--- src/rtl/audfe_pkg.sv ---
package audfe_pkg;
  localparam int unsigned ADDR_W = 3;

  typedef enum logic [ADDR_W-1:0] {
    A_CTRL = 3'd0,
    A_FMT  = 3'd1,
    A_STAT = 3'd2,
    A_MASK = 3'd3,
    A_CLR  = 3'd4,
    A_DATA = 3'd5
  } addr_e;

  localparam int unsigned THR_W = 4;

  // control bit positions
  localparam int unsigned C_EN    = 0;
  localparam int unsigned C_BCLK  = 2;
  localparam int unsigned C_RST   = 3;
  localparam int unsigned C_TXT   = 8;
  localparam int unsigned C_RXT   = 12;
  // format bit positions
  localparam int unsigned F_MSB   = 0;
  localparam int unsigned F_DREC  = 3;
  localparam int unsigned F_DPLAY = 4;
  localparam int unsigned F_LPBK  = 5;
  // status / mask / clear bit positions
  localparam int unsigned S_TNF   = 0;
  localparam int unsigned S_RNE   = 1;
  localparam int unsigned S_BSY   = 2;
  localparam int unsigned S_TSR   = 3;
  localparam int unsigned S_RSR   = 4;
  localparam int unsigned S_UDR   = 5;
  localparam int unsigned S_OVR   = 6;
  localparam int unsigned S_OFF   = 7;

  typedef struct packed {
    logic [THR_W-1:0] rx_thr;
    logic [THR_W-1:0] tx_thr;
    logic             rst;
    logic             bclk;
    logic             en;
  } ctrl_t;

  typedef struct packed {
    logic lpbk;
    logic dplay;
    logic drec;
    logic msb;
  } fmt_t;
endpackage

--- src/rtl/audfe_fifo.sv ---
module audfe_fifo #(
  parameter int unsigned DW    = 32,
  parameter int unsigned DEPTH = 16,
  localparam int unsigned PW   = $clog2(DEPTH),
  localparam int unsigned LW   = PW + 1
) (
  input  logic          clk_i,
  input  logic          rst_ni,
  input  logic          flush_i,
  input  logic          push_req_i,
  input  logic [DW-1:0] wdata_i,
  input  logic          pop_req_i,
  output logic          push_ok_o,
  output logic          pop_ok_o,
  output logic [DW-1:0] head_o,
  output logic [LW-1:0] level_o,
  output logic          empty_o,
  output logic          full_o
);
  logic [DW-1:0] mem_q [DEPTH];
  logic [PW-1:0] wptr_q, rptr_q;
  logic [LW-1:0] level_q;

  assign empty_o   = (level_q == '0);
  assign full_o    = (level_q == LW'(DEPTH));
  assign pop_ok_o  = pop_req_i & ~empty_o & ~flush_i;
  // a pop in the same cycle frees the slot
  assign push_ok_o = push_req_i & ~flush_i & (~full_o | pop_ok_o);
  assign head_o    = mem_q[rptr_q];
  assign level_o   = level_q;

  always_ff @(posedge clk_i) begin
    if (push_ok_o) mem_q[wptr_q] <= wdata_i;
  end

  always_ff @(posedge clk_i or negedge rst_ni) begin
    if (!rst_ni) begin
      wptr_q  <= '0;
      rptr_q  <= '0;
      level_q <= '0;
    end else if (flush_i) begin
      wptr_q  <= '0;
      rptr_q  <= '0;
      level_q <= '0;
    end else begin
      if (push_ok_o) wptr_q <= wptr_q + 1'b1;
      if (pop_ok_o)  rptr_q <= rptr_q + 1'b1;
      unique case ({push_ok_o, pop_ok_o})
        2'b10:   level_q <= level_q + 1'b1;
        2'b01:   level_q <= level_q - 1'b1;
        default: level_q <= level_q;
      endcase
    end
  end


  lvl_bound_chk: assert property (@(posedge clk_i) disable iff (!rst_ni)
    level_q <= LW'(DEPTH));

  full_hold_chk: assert property (@(posedge clk_i) disable iff (!rst_ni)
    (full_o && push_req_i && !flush_i) |=> full_o || $past(pop_ok_o) == 1'b0 && full_o || $past(pop_ok_o));

  flush_empty_chk: assert property (@(posedge clk_i) disable iff (!rst_ni)
    flush_i |=> empty_o);

  empty_pop_chk: assert property (@(posedge clk_i) disable iff (!rst_ni)
    (empty_o && pop_req_i && !push_req_i) |=> empty_o);
endmodule

--- src/rtl/audfe_regs.sv ---
module audfe_regs
  import audfe_pkg::*;
(
  input  logic              clk_i,
  input  logic              rst_ni,
  input  logic              wr_i,
  input  logic [ADDR_W-1:0] addr_i,
  input  logic [15:0]       wdata_i,
  input  logic              ovr_ev_i,
  input  logic              udr_ev_i,
  output ctrl_t             ctrl_o,
  output fmt_t              fmt_o,
  output logic [3:0]        mask_o,
  output logic              ovr_o,
  output logic              udr_o
);
  ctrl_t      ctrl_q;
  fmt_t       fmt_q;
  logic [3:0] mask_q;
  logic       ovr_q, udr_q;
  logic       clr_ovr, clr_udr;

  assign clr_ovr = wr_i && (addr_i == A_CLR) && wdata_i[S_OVR];
  assign clr_udr = wr_i && (addr_i == A_CLR) && wdata_i[S_UDR];

  always_ff @(posedge clk_i or negedge rst_ni) begin
    if (!rst_ni) begin
      ctrl_q <= '0;
      fmt_q  <= '0;
      mask_q <= '0;
    end else if (wr_i) begin
      unique case (addr_i)
        A_CTRL: ctrl_q <= '{rx_thr: wdata_i[C_RXT +: THR_W],
                            tx_thr: wdata_i[C_TXT +: THR_W],
                            rst:    wdata_i[C_RST],
                            bclk:   wdata_i[C_BCLK],
                            en:     wdata_i[C_EN]};
        A_FMT:  fmt_q  <= '{lpbk:  wdata_i[F_LPBK],
                            dplay: wdata_i[F_DPLAY],
                            drec:  wdata_i[F_DREC],
                            msb:   wdata_i[F_MSB]};
        A_MASK: mask_q <= wdata_i[S_OVR:S_TSR];
        default: ;
      endcase
    end
  end

  // new events win over a same-cycle clear
  always_ff @(posedge clk_i or negedge rst_ni) begin
    if (!rst_ni) begin
      ovr_q <= 1'b0;
      udr_q <= 1'b0;
    end else if (ctrl_q.rst) begin
      ovr_q <= 1'b0;
      udr_q <= 1'b0;
    end else begin
      ovr_q <= ovr_ev_i | (ovr_q & ~clr_ovr);
      udr_q <= udr_ev_i | (udr_q & ~clr_udr);
    end
  end

  assign ctrl_o = ctrl_q;
  assign fmt_o  = fmt_q;
  assign mask_o = mask_q;
  assign ovr_o  = ovr_q;
  assign udr_o  = udr_q;


  ovr_set_chk: assert property (@(posedge clk_i) disable iff (!rst_ni)
    (ovr_ev_i && !ctrl_q.rst) |=> ovr_o);

  udr_clr_chk: assert property (@(posedge clk_i) disable iff (!rst_ni)
    (clr_udr && !udr_ev_i) |=> !udr_o);

  flag_rst_chk: assert property (@(posedge clk_i) disable iff (!rst_ni)
    ctrl_q.rst |=> !ovr_o && !udr_o);
endmodule

--- src/rtl/audfe_status.sv ---
module audfe_status
  import audfe_pkg::*;
#(
  parameter int unsigned LW = 5,
  parameter int unsigned DEPTH = 16
) (
  input  ctrl_t         ctrl_i,
  input  fmt_t          fmt_i,
  input  logic [3:0]    mask_i,
  input  logic          ovr_i,
  input  logic          udr_i,
  input  logic [LW-1:0] tx_level_i,
  input  logic [LW-1:0] rx_level_i,
  output logic [7:0]    status_o,
  output logic          tx_svc_o,
  output logic          rx_svc_o,
  output logic          irq_o
);
  logic active;

  assign active   = ctrl_i.en & ~ctrl_i.rst;
  assign tx_svc_o = active & ~fmt_i.dplay & (tx_level_i <= LW'(ctrl_i.tx_thr));
  assign rx_svc_o = active & ~fmt_i.drec  & (rx_level_i >= LW'(ctrl_i.rx_thr));

  always_comb begin
    status_o        = '0;
    status_o[S_OFF] = ~ctrl_i.en;
    status_o[S_OVR] = ovr_i;
    status_o[S_UDR] = udr_i;
    status_o[S_RSR] = rx_svc_o;
    status_o[S_TSR] = tx_svc_o;
    status_o[S_BSY] = active & (tx_level_i != '0);
    status_o[S_RNE] = (rx_level_i != '0);
    status_o[S_TNF] = (tx_level_i != LW'(DEPTH));
  end

  assign irq_o = |(status_o[S_OVR:S_TSR] & mask_i);
endmodule

--- src/rtl/audfe_top.sv ---
module audfe_top
  import audfe_pkg::*;
#(
  parameter int unsigned DW    = 32,
  parameter int unsigned DEPTH = 16,
  localparam int unsigned LW   = $clog2(DEPTH) + 1
) (
  input  logic              clk_i,
  input  logic              rst_ni,
  input  logic              bus_sel_i,
  input  logic              bus_we_i,
  input  logic [ADDR_W-1:0] bus_addr_i,
  input  logic [DW-1:0]     bus_wdata_i,
  output logic [DW-1:0]     bus_rdata_o,
  input  logic              tx_ready_i,
  output logic              tx_valid_o,
  output logic [DW-1:0]     tx_data_o,
  input  logic              rx_valid_i,
  input  logic [DW-1:0]     rx_data_i,
  output logic              link_en_o,
  output logic              bclk_drive_o,
  output logic              msb_just_o,
  output logic              irq_o,
  output logic              dma_tx_req_o,
  output logic              dma_rx_req_o
);
  ctrl_t         ctrl;
  fmt_t          fmt;
  logic [3:0]    mask;
  logic          ovr, udr, ovr_ev, udr_ev;
  logic          active, tx_go, bus_wr, bus_rd, data_wr, data_rd;
  logic          tx_push_ok, tx_pop_ok, tx_empty, tx_full;
  logic          rx_push_ok, rx_pop_ok, rx_empty, rx_full;
  logic [DW-1:0] tx_head, rx_head, rx_src_d;
  logic [LW-1:0] tx_level, rx_level;
  logic          rx_src_v, rx_in;
  logic [7:0]    status;
  logic          tx_svc, rx_svc;

  assign bus_wr  = bus_sel_i & bus_we_i;
  assign bus_rd  = bus_sel_i & ~bus_we_i;
  assign data_wr = bus_wr & (bus_addr_i == A_DATA);
  assign data_rd = bus_rd & (bus_addr_i == A_DATA);

  assign active  = ctrl.en & ~ctrl.rst;
  assign tx_go   = active & ~fmt.dplay;

  audfe_regs u_regs (
    .clk_i    (clk_i),
    .rst_ni   (rst_ni),
    .wr_i     (bus_wr),
    .addr_i   (bus_addr_i),
    .wdata_i  (bus_wdata_i[15:0]),
    .ovr_ev_i (ovr_ev),
    .udr_ev_i (udr_ev),
    .ctrl_o   (ctrl),
    .fmt_o    (fmt),
    .mask_o   (mask),
    .ovr_o    (ovr),
    .udr_o    (udr)
  );

  audfe_fifo #(.DW(DW), .DEPTH(DEPTH)) u_tx_fifo (
    .clk_i      (clk_i),
    .rst_ni     (rst_ni),
    .flush_i    (ctrl.rst),
    .push_req_i (data_wr),
    .wdata_i    (bus_wdata_i),
    .pop_req_i  (tx_go & tx_ready_i),
    .push_ok_o  (tx_push_ok),
    .pop_ok_o   (tx_pop_ok),
    .head_o     (tx_head),
    .level_o    (tx_level),
    .empty_o    (tx_empty),
    .full_o     (tx_full)
  );

  assign udr_ev     = tx_go & tx_ready_i & tx_empty;
  assign tx_valid_o = tx_go & ~tx_empty;
  assign tx_data_o  = tx_valid_o ? tx_head : '0;

  // loopback feeds played words straight back to capture
  assign rx_src_v = fmt.lpbk ? tx_pop_ok : rx_valid_i;
  assign rx_src_d = fmt.lpbk ? tx_head   : rx_data_i;
  assign rx_in    = active & ~fmt.drec & rx_src_v;

  audfe_fifo #(.DW(DW), .DEPTH(DEPTH)) u_rx_fifo (
    .clk_i      (clk_i),
    .rst_ni     (rst_ni),
    .flush_i    (ctrl.rst),
    .push_req_i (rx_in),
    .wdata_i    (rx_src_d),
    .pop_req_i  (data_rd),
    .push_ok_o  (rx_push_ok),
    .pop_ok_o   (rx_pop_ok),
    .head_o     (rx_head),
    .level_o    (rx_level),
    .empty_o    (rx_empty),
    .full_o     (rx_full)
  );

  assign ovr_ev = rx_in & ~rx_push_ok;

  audfe_status #(.LW(LW), .DEPTH(DEPTH)) u_status (
    .ctrl_i     (ctrl),
    .fmt_i      (fmt),
    .mask_i     (mask),
    .ovr_i      (ovr),
    .udr_i      (udr),
    .tx_level_i (tx_level),
    .rx_level_i (rx_level),
    .status_o   (status),
    .tx_svc_o   (tx_svc),
    .rx_svc_o   (rx_svc),
    .irq_o      (irq_o)
  );

  always_comb begin
    bus_rdata_o = '0;
    if (bus_rd) begin
      unique case (bus_addr_i)
        A_CTRL: begin
          bus_rdata_o[C_EN]          = ctrl.en;
          bus_rdata_o[C_BCLK]        = ctrl.bclk;
          bus_rdata_o[C_RST]         = ctrl.rst;
          bus_rdata_o[C_TXT +: THR_W] = ctrl.tx_thr;
          bus_rdata_o[C_RXT +: THR_W] = ctrl.rx_thr;
        end
        A_FMT: begin
          bus_rdata_o[F_MSB]   = fmt.msb;
          bus_rdata_o[F_DREC]  = fmt.drec;
          bus_rdata_o[F_DPLAY] = fmt.dplay;
          bus_rdata_o[F_LPBK]  = fmt.lpbk;
        end
        A_STAT: bus_rdata_o[7:0] = status;
        A_MASK: bus_rdata_o[S_OVR:S_TSR] = mask;
        A_DATA: bus_rdata_o = rx_empty ? '0 : rx_head;
        default: ;
      endcase
    end
  end

  assign link_en_o    = ctrl.en;
  assign bclk_drive_o = ctrl.bclk;
  assign msb_just_o   = fmt.msb;
  assign dma_tx_req_o = tx_svc;
  assign dma_rx_req_o = rx_svc;


  udr_zero_chk: assert property (@(posedge clk_i) disable iff (!rst_ni)
    (tx_ready_i && !tx_valid_o) |-> tx_data_o == '0);

  dma_idle_chk: assert property (@(posedge clk_i) disable iff (!rst_ni)
    !link_en_o |-> !dma_tx_req_o && !dma_rx_req_o);

  rst_flush_chk: assert property (@(posedge clk_i) disable iff (!rst_ni)
    ctrl.rst |=> (tx_level == '0) && (rx_level == '0));

  lpbk_ign_chk: assert property (@(posedge clk_i) disable iff (!rst_ni)
    (fmt.lpbk && rx_valid_i && !tx_pop_ok && !data_rd && !ctrl.rst) |=> $stable(rx_level));

  ovr_full_chk: assert property (@(posedge clk_i) disable iff (!rst_ni)
    ovr_ev |-> rx_full && !rx_pop_ok);

  push_lvl_chk: assert property (@(posedge clk_i) disable iff (!rst_ni)
    (tx_push_ok && !tx_pop_ok) |=> tx_level == $past(tx_level) + 1'b1);

  tnf_chk: assert property (@(posedge clk_i) disable iff (!rst_ni)
    tx_full |-> !status[S_TNF]);
endmodule

--- config.mk ---
export PLATFORM = sky130hd
export DESIGN_NAME = audfe_top
export DESIGN_NICKNAME = d
export VERILOG_FILES = /design/src/rtl/audfe_pkg.sv /design/src/rtl/audfe_fifo.sv /design/src/rtl/audfe_regs.sv /design/src/rtl/audfe_status.sv /design/src/rtl/audfe_top.sv
export SDC_FILE = /design/constraint.sdc
export NUM_CORES = 1
export LEC_CHECK = 0
export CORE_MARGIN = 2
export CORE_UTILIZATION = 50
export CTS_CLUSTER_DIAMETER = 150
export DETAILED_ROUTE_END_ITERATION = 10
export DONT_BUFFER_PORTS = 1
export GPL_ROUTABILITY_DRIVEN = 0
export GPL_TIMING_DRIVEN = 0
export SYNTH_ARGS = -nofsm -noshare
export SYNTH_HDL_FRONTEND = slang
export SYNTH_SLANG_ARGS = --single-unit
--- constraint.sdc ---
create_clock -name clk_i -period 6.15 [get_ports clk_i]
set_input_delay 1.23 -clock clk_i [delete_from_list [all_inputs] [get_ports clk_i]]
set_output_delay 1.23 -clock clk_i [all_outputs]
set_load 0.1 [all_outputs]
After elaboration in Yosys (flattened, before gate mapping)
Memories as Yosys holds them, arrays and structs flattened.
Index checks and enable logic that the tools add are counted.

storage, ports and cells
  flip-flop bits (word level) = 47
  bits in writable memories = 1024
  input bits = 73
  output and inout bits = 71
  logic and storage cells = 134
  memories kept = 2

memories
  name             words  bits a word  rd ports  clocked after memory_dff  write ports  RTL line          source
  u_rx_fifo.mem_q  16     32           1         0                         1            audfe_fifo.sv:20  logic [DW-1:0] mem_q [DEPTH];
  u_tx_fifo.mem_q  16     32           1         0                         1            audfe_fifo.sv:20

cells by class
  $add $sub $neg = 8
  $lt $le $gt $ge = 2
  eq/ne operators = 12
  multiplexer cells = 32
  bitwise gates (word level) = 42
  reductions and logical operators = 18

operators by type and width
  operator                                                                count
  32-bit two-way mux                                                      4
  4-bit two-way mux                                                       8
  1-bit bitwise AND                                                       25
  5-bit case mux with 2 select lines                                      2
  4-bit by 1-bit adder with 4-bit output (second input constant)          4
  16-bit two-way mux                                                      1
  8-bit case mux with 2 select lines                                      1
  1-bit NOT                                                               12
  5-bit by 1-bit adder with 5-bit output (second input constant)          2
  5-bit equality test (second input constant)                             2
  5-bit zero test                                                         2
  5-bit two-way mux                                                       2
  5-bit nonzero test                                                      2
  5-bit by 1-bit subtractor with 5-bit output (second input constant)     2
  2-bit case mux with 4 select lines                                      1
  2-bit nonzero test                                                      4
  1-bit two-way mux                                                       7
  3-bit by 2-bit equality test with 1-bit output (second input constant)  2
  3-bit equality test (second input constant)                             2
  1-bit case mux with 3 select lines                                      2
  2-bit AND reduction                                                     3
  3-bit nonzero test                                                      2
  5-bit by 4-bit >= comparator with 1-bit output                          1
  5-bit by 4-bit less-or-equal comparator with 1-bit output               1
  other kinds (12)                                                        20

Depth between registers and ports, before layout
Gate-level depths: netlist of run 1.

  word-level depth = 14
  depth in mapped cells = 12
  depth with buffers taken out = 11

Cells and area by module
Synthesis of run 1 repeated with hierarchy kept, for this count alone.

second synthesis, totals
  cells, all modules = 2396
  area total of the unflattened synthesis = 43499.2 µm²

modules (own cells, without submodules)
  module                  times used  cells each  area each (µm²)  sequential area each (µm²)
  audfe_fifo (u_tx_fifo)  1           1072        20557.2          15700.1
  audfe_fifo (u_rx_fifo)  1           1072        20554.7          15700.1
  audfe_top               1           158         1219.9           0.0
  audfe_regs              1           51          840.8            525.5
  audfe_status            1           43          326.6            0.0

Worst setup path after synthesis of run 1
OpenSTA, ideal clock, no wires.

  path kind = in2reg
  start = in bus_addr_i[2]
  end = mem u_rx_fifo.mem_q[3][0], enable pin
  library setup time = 0.512 ns
  arrival = 5.721 ns
  data required time = 5.638 ns
  path slack = -0.084 ns
  stages = 6
  path buffers = 2
  path through = buf_2 nand4bb_1 o211a_1 a211oi_4 buf_4 nor4b_1

on the way
  word-level cells in the longest chain between the ends = 8

RTL lines
  what                                     RTL line          source
  start, declared                          audfe_top.sv:12   input logic [ADDR_W-1:0] bus_addr_i,
  3-bit equality test                      audfe_top.sv:43   assign data_rd = bus_rd & (bus_addr_i == A_DATA);
  1-bit bitwise AND                        audfe_top.sv:43
  1-bit bitwise AND (2 in series)          audfe_fifo.sv:26  assign pop_ok_o = pop_req_i & ~empty_o & ~flush_i;
  1-bit OR                                 audfe_fifo.sv:28  assign push_ok_o = push_req_i & ~flush_i & (~full_o | pop_ok_o);
  1-bit bitwise AND                        audfe_fifo.sv:28
  1-bit two-way mux                        audfe_fifo.sv:33  if (push_ok_o) mem_q[wptr_q] <= wdata_i;
  1-bit two-way mux (not written as such)  audfe_fifo.sv:33
  end, declared                            audfe_fifo.sv:20

Every way passes these cells.

Final worst setup path of run 1
  start = reg u_regs.ctrl_q, in the netlist u_regs.ctrl_o[0]
  end = out tx_data_o[28]

on the way
  word-level cells in the longest chain between the ends = 4

RTL lines
  what                    RTL line          source
  start, declared         audfe_regs.sv:17  ctrl_t ctrl_q;
  start signal, assigned  audfe_regs.sv:33  A_CTRL: ctrl_q <= '{rx_thr: wdata_i[C_RXT +: THR_W],
  1-bit bitwise AND       audfe_top.sv:45   assign active = ctrl.en & ~ctrl.rst;
  1-bit bitwise AND       audfe_top.sv:46   assign tx_go = active & ~fmt.dplay;
  1-bit bitwise AND       audfe_top.sv:79   assign tx_valid_o = tx_go & ~tx_empty;
  named net tx_valid_o    audfe_top.sv:16   output logic tx_valid_o,
  32-bit two-way mux      audfe_top.sv:80   assign tx_data_o = tx_valid_o ? tx_head : '0;
  end, declared           audfe_top.sv:17   output logic [DW-1:0] tx_data_o,

The timed path passes the listed nets, and every way through them passes these cells.

==> results of run 1 <==
==> flip-flops by register name, summed over array words and instances, names as in the netlist <==
| name | flops |
|---|---|
| u_rx_fifo.mem_q | 512 |
| u_tx_fifo.mem_q | 512 |
| u_regs.ctrl_o | 11 |
| u_rx_fifo.level_o | 5 |
| u_tx_fifo.level_o | 5 |
| u_regs.fmt_o | 4 |
| u_regs.mask_o | 4 |
| u_rx_fifo.rptr_q | 4 |
| u_rx_fifo.wptr_q | 4 |
| u_tx_fifo.rptr_q | 4 |
| u_tx_fifo.wptr_q | 4 |
| u_regs.ovr_o | 1 |
| u_regs.udr_o | 1 |
==> placed cells by master (no fill, tap or decap), types with 10 or more instances in the layout <==
cell type / n
a21oi_1: 34
mux4_2: 156
clkbuf_1: 96
o21ai_0: 53
a22oi_1: 49
a21boi_2: 31
nor2_1: 65
buf_2: 28
mux2i_1: 219
a31oi_2: 28
inv_1: 29
nand2_1: 55
a221oi_1: 98
nand3_1: 12
dfrtp_1: 47
edfxtp_1: 1024
nor2b_1: 10
buf_4: 22
and2_2: 12
buf_6: 46
ha_1: 24
buf_12: 16
clkinv_2: 21
a21oi_2: 14
clkinv_1: 12
clkbuf_16: 112
mux2_2: 20
buf_1: 13
==> final timing paths <==
kind / start / end / slack [ps]
min in group clk_i: u_regs.fmt_o[1] / u_regs.fmt_o[1] / 560
setup / recovery: u_regs.ctrl_o[0] / tx_data_o[28] / 190
hold / removal: rst_ni / u_rx_fifo.rptr_q[2] / 250
max in group asynchronous: rst_ni / u_rx_fifo.wptr_q[0] / 5760
setup reg to reg: u_regs.ctrl_o[0] / u_tx_fifo.mem_q[8][16] / 2050
hold reg to reg: u_regs.fmt_o[1] / u_regs.fmt_o[1] / 560
==> cell families (layout without fill, tap and decap cells) <==
logic type | Yosys count | after routing
xor gates and xnor gates | 13 | 13
DFF | 1071 | 1071
and+or+nand+nor | 226 | 226
muxes | 399 | 399
adders and majority gates | 26 | 26
buffers and inverters | 164 | 434
AOI/OAI and AO/OA | 371 | 371
==> layer usage <==
metal / up-vias / wire [um] / part of all wire [%] / track usage [%]
met5: - / 40 / 0.035 / 0
met4: 6 / 2820 / 2.5 / 7.07
met3: 183 / 8360 / 7.3 / 4.49
met2: 952 / 58900 / 51 / 45.4
met1: 12205 / 44900 / 39 / 33.8
li1: 9723 / - / - / -
==> where the power goes <==
group          internal (uW)  switching [uW]  leakage (uW)  total [uW]
registers               8240             109       0.00981        8350
clock network           3730            2770       0.00172        6500
logic                    436            1010       0.00380        1450
==> critical path, delay by kind of cell (launching register included) <==
kind                   cells  cell delay, ps
AO/OA/AOI/OAI              1            1060
flip-flops                 1            1130
AND/OR/NAND/NOR            2            1060
buffers and inverters      1             750
==> layout make-up <==
cell class | count | share of cell area (%)
multi-input combinational | 1035 | 21.9
clock buffer | 147 | 6.08
clock inverter | 50 | 1.00
tap | 1144 | 2.89
buffer | 134 | 1.32
sequential | 1071 | 64.4
inverter | 30 | 0.227
timing repair buffer | 73 | 2.14
==> through the flow <==
stage | total power, uW | setup slack [ps] | cell area [um^2] | hold WS [ps] | TNS (ps)
floorplan | 9400 | 86.7 | 43000 | 494 | 0
global placement | 9800 | -2480 | 44400 | 527 | -645160
detailed placement | 9930 | 783 | 46000 | 543 | 0
CTS | 16300 | 72.3 | 49500 | 223 | 0
global route | 16700 | 109 | 49600 | 233 | 0
finish | 16300 | 194 | 49600 | 247 | 0
==> impl_summary.log, run 1 <==
INFO  metric finalCritPeriodShare = 96.8%
INFO  metric cts.repair_timing.setup_buffer_count = 0
INFO  metric worst_setup_hold_path_clk_slew = roughly 60 ps
INFO  metric clk_sink_count = 1071
INFO  metric core_area = 85100 um^2
INFO  metric clock_tree.htree_level_count = 3
INFO  metric synthAdderAreaFrac = 0.792%
INFO  metric synth_compound_gate_area_share = 6.32%
INFO  metric hold_viol = 0
INFO  metric placement.io_buffers = 0
INFO  metric final_util = 58.2%
INFO  metric avgViaCountPerCell = around 6.3
INFO  metric synth_area = ~43000 um^2
INFO  metric total_die_area = 88300 um^2
INFO  metric worst_setup_path_end_kind = output pin
INFO  metric layout_min_cycle_time = 5960 ps
INFO  metric max_stage_delay = 1130 ps
INFO  metric synth.mux.area_fraction = 14.0%
INFO  metric area_growth_syn_to_layout = 15.4%
INFO  metric power_density = 329 nW/um^2
INFO  metric synth_simple_gate_area_share = under 10%
INFO  metric synth.top_cell.area_share = 71.6%
INFO  metric drv_cap = 0
INFO  metric synth_common_cells = 1024 x edfxtp_1, 219 x mux2i_1, 156 x mux4_2
INFO  metric cts_root_buf = clkbuf_16
INFO  metric clockBufferDepth = 3
INFO  metric stdcell_count = 3684
INFO  metric timing.critical_path.fanout_max = 10
INFO  metric final_layout_size_suffix_gt1_share = 23.2%
INFO  metric num_io_pins = 144
INFO  metric yosys-top-cells-area = edfxtp_1 72%, mux4_2 8.2%, mux2i_1 5.1%
INFO  metric drt-total-wl = 115000 um
INFO  metric setup_viol_count_final = 0
INFO  metric cts_repair_resize_count = 0
INFO  metric tritoncts = done
INFO  metric postSynthCellCount = 2270
INFO  metric max_freq = approximately 170 MHz
INFO  metric worstPathRequired = roughly 4900 ps
INFO  metric synth_enable_flop_cells = 1024
INFO  metric cp_slowest_cell = dfrtp_1
INFO  metric worst_clock_skew = approximately 28 ps
INFO  metric global_route.usage.total = 26.0%
INFO  metric yosys_warnings = 0
INFO  metric timing.hold.worst.class = in -> async
INFO  metric first_iter_violations = 2384
INFO  metric post-synth-top-count-cell = edfxtp_1
INFO  metric ant_nets = 0
INFO  metric cts-buffers-inserted = 108
INFO  metric seq_area = around 32000 um^2
INFO  metric postSynthNetCount = 2369
INFO  metric drv_slew = 0
INFO  metric std_cell_rows = 107
INFO  metric synth_top_family_by_area = multiplexers
INFO  metric timing.reg2reg.worst_path_depth = 7
INFO  metric relSlewSlack = 5.00%
INFO  metric detailroute.via_count = 23.1k
INFO  metric n_diodes = 0
INFO  metric drc = 0
INFO  metric wp_data_arrival = approximately 4700 ps
INFO  metric cellLeakagePower = 0.0153 uW
INFO  metric placed_cells = 3485
INFO  metric synth-xor-area-share = 0.265%
INFO  metric crit_type = reg -> out
INFO  metric postSynthAreaPerCell = 18.9 um^2
INFO  metric wl_per_cell = between 30 and 40 um
INFO  metric antenna_found_initial = 5
INFO  metric layout.filler_cells = 6362
INFO  metric critical_path.startpoint_type = register
INFO  metric die_width = about 300 um
INFO  metric grt_overflow = 0
INFO  metric tightest_slew = 1420 ps
INFO  metric clock_insertion_delay_worst_skew = 690 ps
INFO  metric grt_setup_unrepaired = no
INFO  metric starting_density_of_the_core = a little over 50%
INFO  metric netlist.top_cell.by_area = edfxtp_1
INFO  metric synth_sequential_area_ratio = 74.3%
INFO  metric synthFlopType = edfxtp_1
INFO  metric path_cells = nand2b_1, nor3_2, clkbuf_2, a21boi_2
INFO  metric run_status = complete, no violations
INFO  metric synth-seq-cells = 1071
INFO  metric postSynth.asyncResetShare = 4.39%
INFO  metric hpwlAfterDp = 77300 um
INFO  metric number_of_global_route_vias_before_repair = 23.4k
INFO  metric yosysUniqueCellTypes = 68
INFO  metric finish.net_count = 2552
INFO  metric cts_hold_buffers = 0
INFO  metric grt_first_pass_wirelength = 166000 um
INFO  metric peakVddDrop = 251 uV
INFO  metric drt_pre_antenna_iters = 6
INFO  metric grt_start_max_net_pins = 48
INFO  metric multiInputGateArea = 10900 um^2
INFO  metric die_height = 297 um
No activity file was read; power rests on OpenSTA's default activity.
==> inputs of run 2 (changes only) <==
--- a/config.mk
+++ b/config.mk
@@ -5,13 +5,17 @@
 export SDC_FILE = /design/constraint.sdc
 export NUM_CORES = 1
 export LEC_CHECK = 0
+export CELL_PAD_IN_SITES_DETAIL_PLACEMENT = 1
+export CELL_PAD_IN_SITES_GLOBAL_PLACEMENT = 1
 export CORE_MARGIN = 2
 export CORE_UTILIZATION = 50
-export CTS_CLUSTER_DIAMETER = 150
+export CTS_CLUSTER_DIAMETER = 60
 export DETAILED_ROUTE_END_ITERATION = 10
 export DONT_BUFFER_PORTS = 1
 export GPL_ROUTABILITY_DRIVEN = 0
 export GPL_TIMING_DRIVEN = 0
+export PLACE_DENSITY_LB_ADDON = 0.1
+export SLEW_MARGIN = 20
 export SYNTH_ARGS = -nofsm -noshare
 export SYNTH_HDL_FRONTEND = slang
 export SYNTH_SLANG_ARGS = --single-unit
==> run 2 against run 1 <==
Effect of this change: core utilization grew 0.52 points; count of clock-buffer cells in the layout down 6; combinational power grew 6%.
==> impl_summary.log, run 2 (same netlist as run 1, synthesis figures left out) <==
INFO  metric cts_repair_resize_count = 0 (unchanged)
INFO  metric worstPathRequired = 4920 ps (about the same)
INFO  metric num_io_pins = 144 (unchanged)
INFO  metric clockBufferDepth = 3 (unchanged)
INFO  metric std_cell_rows = 107 (unchanged)
INFO  metric final_util = 58.7% (was 58.2%)
INFO  metric run_status = complete, no violations (unchanged)
INFO  metric hpwlAfterDp = 81000 um (was 77300 um)
INFO  metric clock_insertion_delay_worst_skew = 680 ps (was 690 ps)
INFO  metric stdcell_count = 3707 (was 3684)
INFO  metric finish.instance_area = 50000 um^2 (was 49600 um^2)
INFO  metric switching_share = 24.2% (was 23.9%)
INFO  metric cellLeakagePower = 0.0154 uW (was 0.0153 uW)
INFO  metric die_width = 297 um (unchanged)
INFO  metric grt_setup_unrepaired = no (unchanged)
INFO  metric final_cell_mix = 1024 x edfxtp_1, 219 x mux2i_1, 156 x mux4_2 (unchanged)
INFO  metric worst_setup_hold_path_clk_slew = 60 ps (about the same)
INFO  metric p_int = 12400 uW (about the same)
INFO  metric area_growth_syn_to_layout = 16.4% (was 15.4%)
INFO  metric total_die_area = 88300 um^2 (unchanged)
INFO  metric clk_sink_count = 1071 (unchanged)
INFO  metric wp_data_arrival = 4420 ps (was 4730 ps)
INFO  metric cts_hold_buffers = 0 (unchanged)
INFO  metric grt_start_max_net_pins = 48 (unchanged)
INFO  metric detailroute.via_count = 23.5k (was 23.1k)
INFO  metric drv_slew = 0 (unchanged)
INFO  metric detailed_place.area = 46500 um^2 (was 46000 um^2)
INFO  metric placement.io_buffers = 0 (unchanged)
INFO  metric timing.hold.worst.class = in -> async (unchanged)
INFO  metric tightest_slew = 1190 ps (was 1420 ps)
INFO  metric finish.net_count = 2571 (was 2552)
INFO  metric cts-buffers-inserted = 111 (was 108)
INFO  metric starting_density_of_the_core = 50.5% (unchanged)
INFO  metric crit_type = reg -> out (unchanged)
INFO  metric layout_commonest_cell = edfxtp_1 (unchanged)
INFO  metric wl_per_cell = 33.4 um (was 31.2 um)
INFO  metric worst_clock_skew = 27.8 ps (was 28.4 ps)
INFO  metric antenna_found_initial = 6 (was 5)
INFO  metric peakVddDrop = 240 uV (was 251 uV)
INFO  metric relSlewSlack = 21.0% (was 5.00%)
INFO  metric layout_min_cycle_time = 5650 ps (was 5960 ps)
INFO  metric drc = 0 (unchanged)
INFO  metric hold_viol = 0 (unchanged)
INFO  metric drv_cap = 0 (unchanged)
INFO  metric share_comb_of_total_power = 9.4% (was 8.9%)
INFO  metric place_ws = 1010 ps (was 783 ps)
INFO  metric power_frac_clock = 39.8% (was 39.9%)
INFO  metric tritoncts = done (unchanged)
INFO  metric core_area = 85100 um^2 (unchanged)
INFO  metric worst_setup_path_end_kind = output pin (unchanged)
INFO  metric p_total = 16400 uW (was 16300 uW)
INFO  metric die_height = 297 um (unchanged)
INFO  metric cts_root_buf = clkbuf_16 (unchanged)
INFO  metric number_of_global_route_vias_before_repair = 25.2k (was 23.4k)
INFO  metric pwr-share-seq = 50.9% (was 51.3%)
INFO  metric finalCritPeriodShare = 91.9% (was 96.8%)
INFO  metric drt_pre_antenna_iters = 5 (was 6)
INFO  metric first_iter_violations = 2248 (was 2384)
INFO  metric global_route.usage.total = 28.2% (was 26.0%)
INFO  metric max_freq = 177 MHz (was 168 MHz)
INFO  metric ant_nets = 0 (unchanged)
INFO  metric drt-total-wl = 124000 um (was 115000 um)
INFO  metric p_switching = 3980 uW (was 3890 uW)
INFO  metric placed_cells = 3502 (was 3485)
INFO  metric final_critical_path_setup_slack = 497 ps (was 194 ps)
INFO  metric grt_first_pass_wirelength = 179000 um (was 166000 um)
INFO  metric cts.repair_timing.setup_buffer_count = 0 (unchanged)
INFO  metric avgViaCountPerCell = 6.33 (was 6.26)
INFO  metric clock_tree.htree_level_count = 3 (unchanged)
INFO  metric final_layout_size_suffix_gt1_share = 23.8% (was 23.2%)
INFO  metric grt_overflow = 0 (unchanged)
INFO  metric timing.critical_path.fanout_max = 10 (unchanged)
INFO  metric power_density = 328 nW/um^2 (was 329 nW/um^2)
INFO  metric setup_viol_count_final = 0 (unchanged)
INFO  metric critical_path.startpoint_type = register (unchanged)
-- run 2: changes by cell type in the layout (fill, tap and decap cells not counted), moves of 10 or more --
cell and change:
a21boi_2 -31, a21boi_4 +31, a21oi_2 -13, a21oi_4 +13, and2_2 -12, and2_4 +12, buf_12 -10, buf_4 +35
buf_6 -15, clkinv_1 +14
-- run 2: path summary, 6_finish.rpt --
kind / slack [ps] / endpoint / from / cells past startpoint
max reg2reg: 2320 / u_rx_fifo.level_o[3] / u_regs.ctrl_o[2] / 10
min in group clk_i: 570 / u_regs.mask_o[2] / u_regs.mask_o[2] / 1
max: 500 / bus_rdata_o[15] / u_rx_fifo.rptr_q[2] / 6
min: 260 / u_rx_fifo.level_o[1] / rst_ni / 0
min reg2reg: 570 / u_regs.mask_o[2] / u_regs.mask_o[2] / 1
max in group asynchronous: 5740 / u_rx_fifo.rptr_q[3] / rst_ni / 0
-- run 2: cell type report --
type,instances,area (um^2)
Inverter,30,113
Fill cell,7355,35100
Clock buffer,141,3030
Multi-Input combinational cell,1035,11300
Buffer,134,657
Timing Repair Buffer,89,1120
Antenna cell,1,2.50
Clock inverter,62,479
Tap cell,1144,1430
Sequential cell,1071,31900
-- run 2: worst max-delay path, cell delays in order, from the launching register on --
cell      delay (ps)
dfrtp_1          370
clkbuf_1         470
clkbuf_1         660
clkbuf_1         750
o21ai_0          210
a21oi_1          520
a21o_1           750
-- run 2: power groups by stage --
stage | sequential, uW | combinational [uW] | clock [uW]
after floorplan | 8460 | 939 | 0
after global placement | 8510 | 1310 | 0
after detailed placement | 8500 | 1520 | 0
after CTS | 8350 | 1530 | 6570
after global routing | 8350 | 1620 | 6840
final | 8350 | 1540 | 6520
-- run 2: per-stage QoR --
step                      TNS (ps)  hold WS [ps]
after global routing             0           236
after global placement     -750560           530
final                            0           256
after detailed placement         0           545
after floorplan                  0           494
after CTS                        0           213
-- run 2: per-layer routing --
layer | vias to the layer above | track usage (%) | share of wire (%)
met5 | - | 0 | 0.033
met4 | 6 | 8.71 | 3.0
met3 | 206 | 4.19 | 5.8
li1 | 9784 | - | -
met1 | 12651 | 37.1 | 40
met2 | 813 | 48.6 | 51
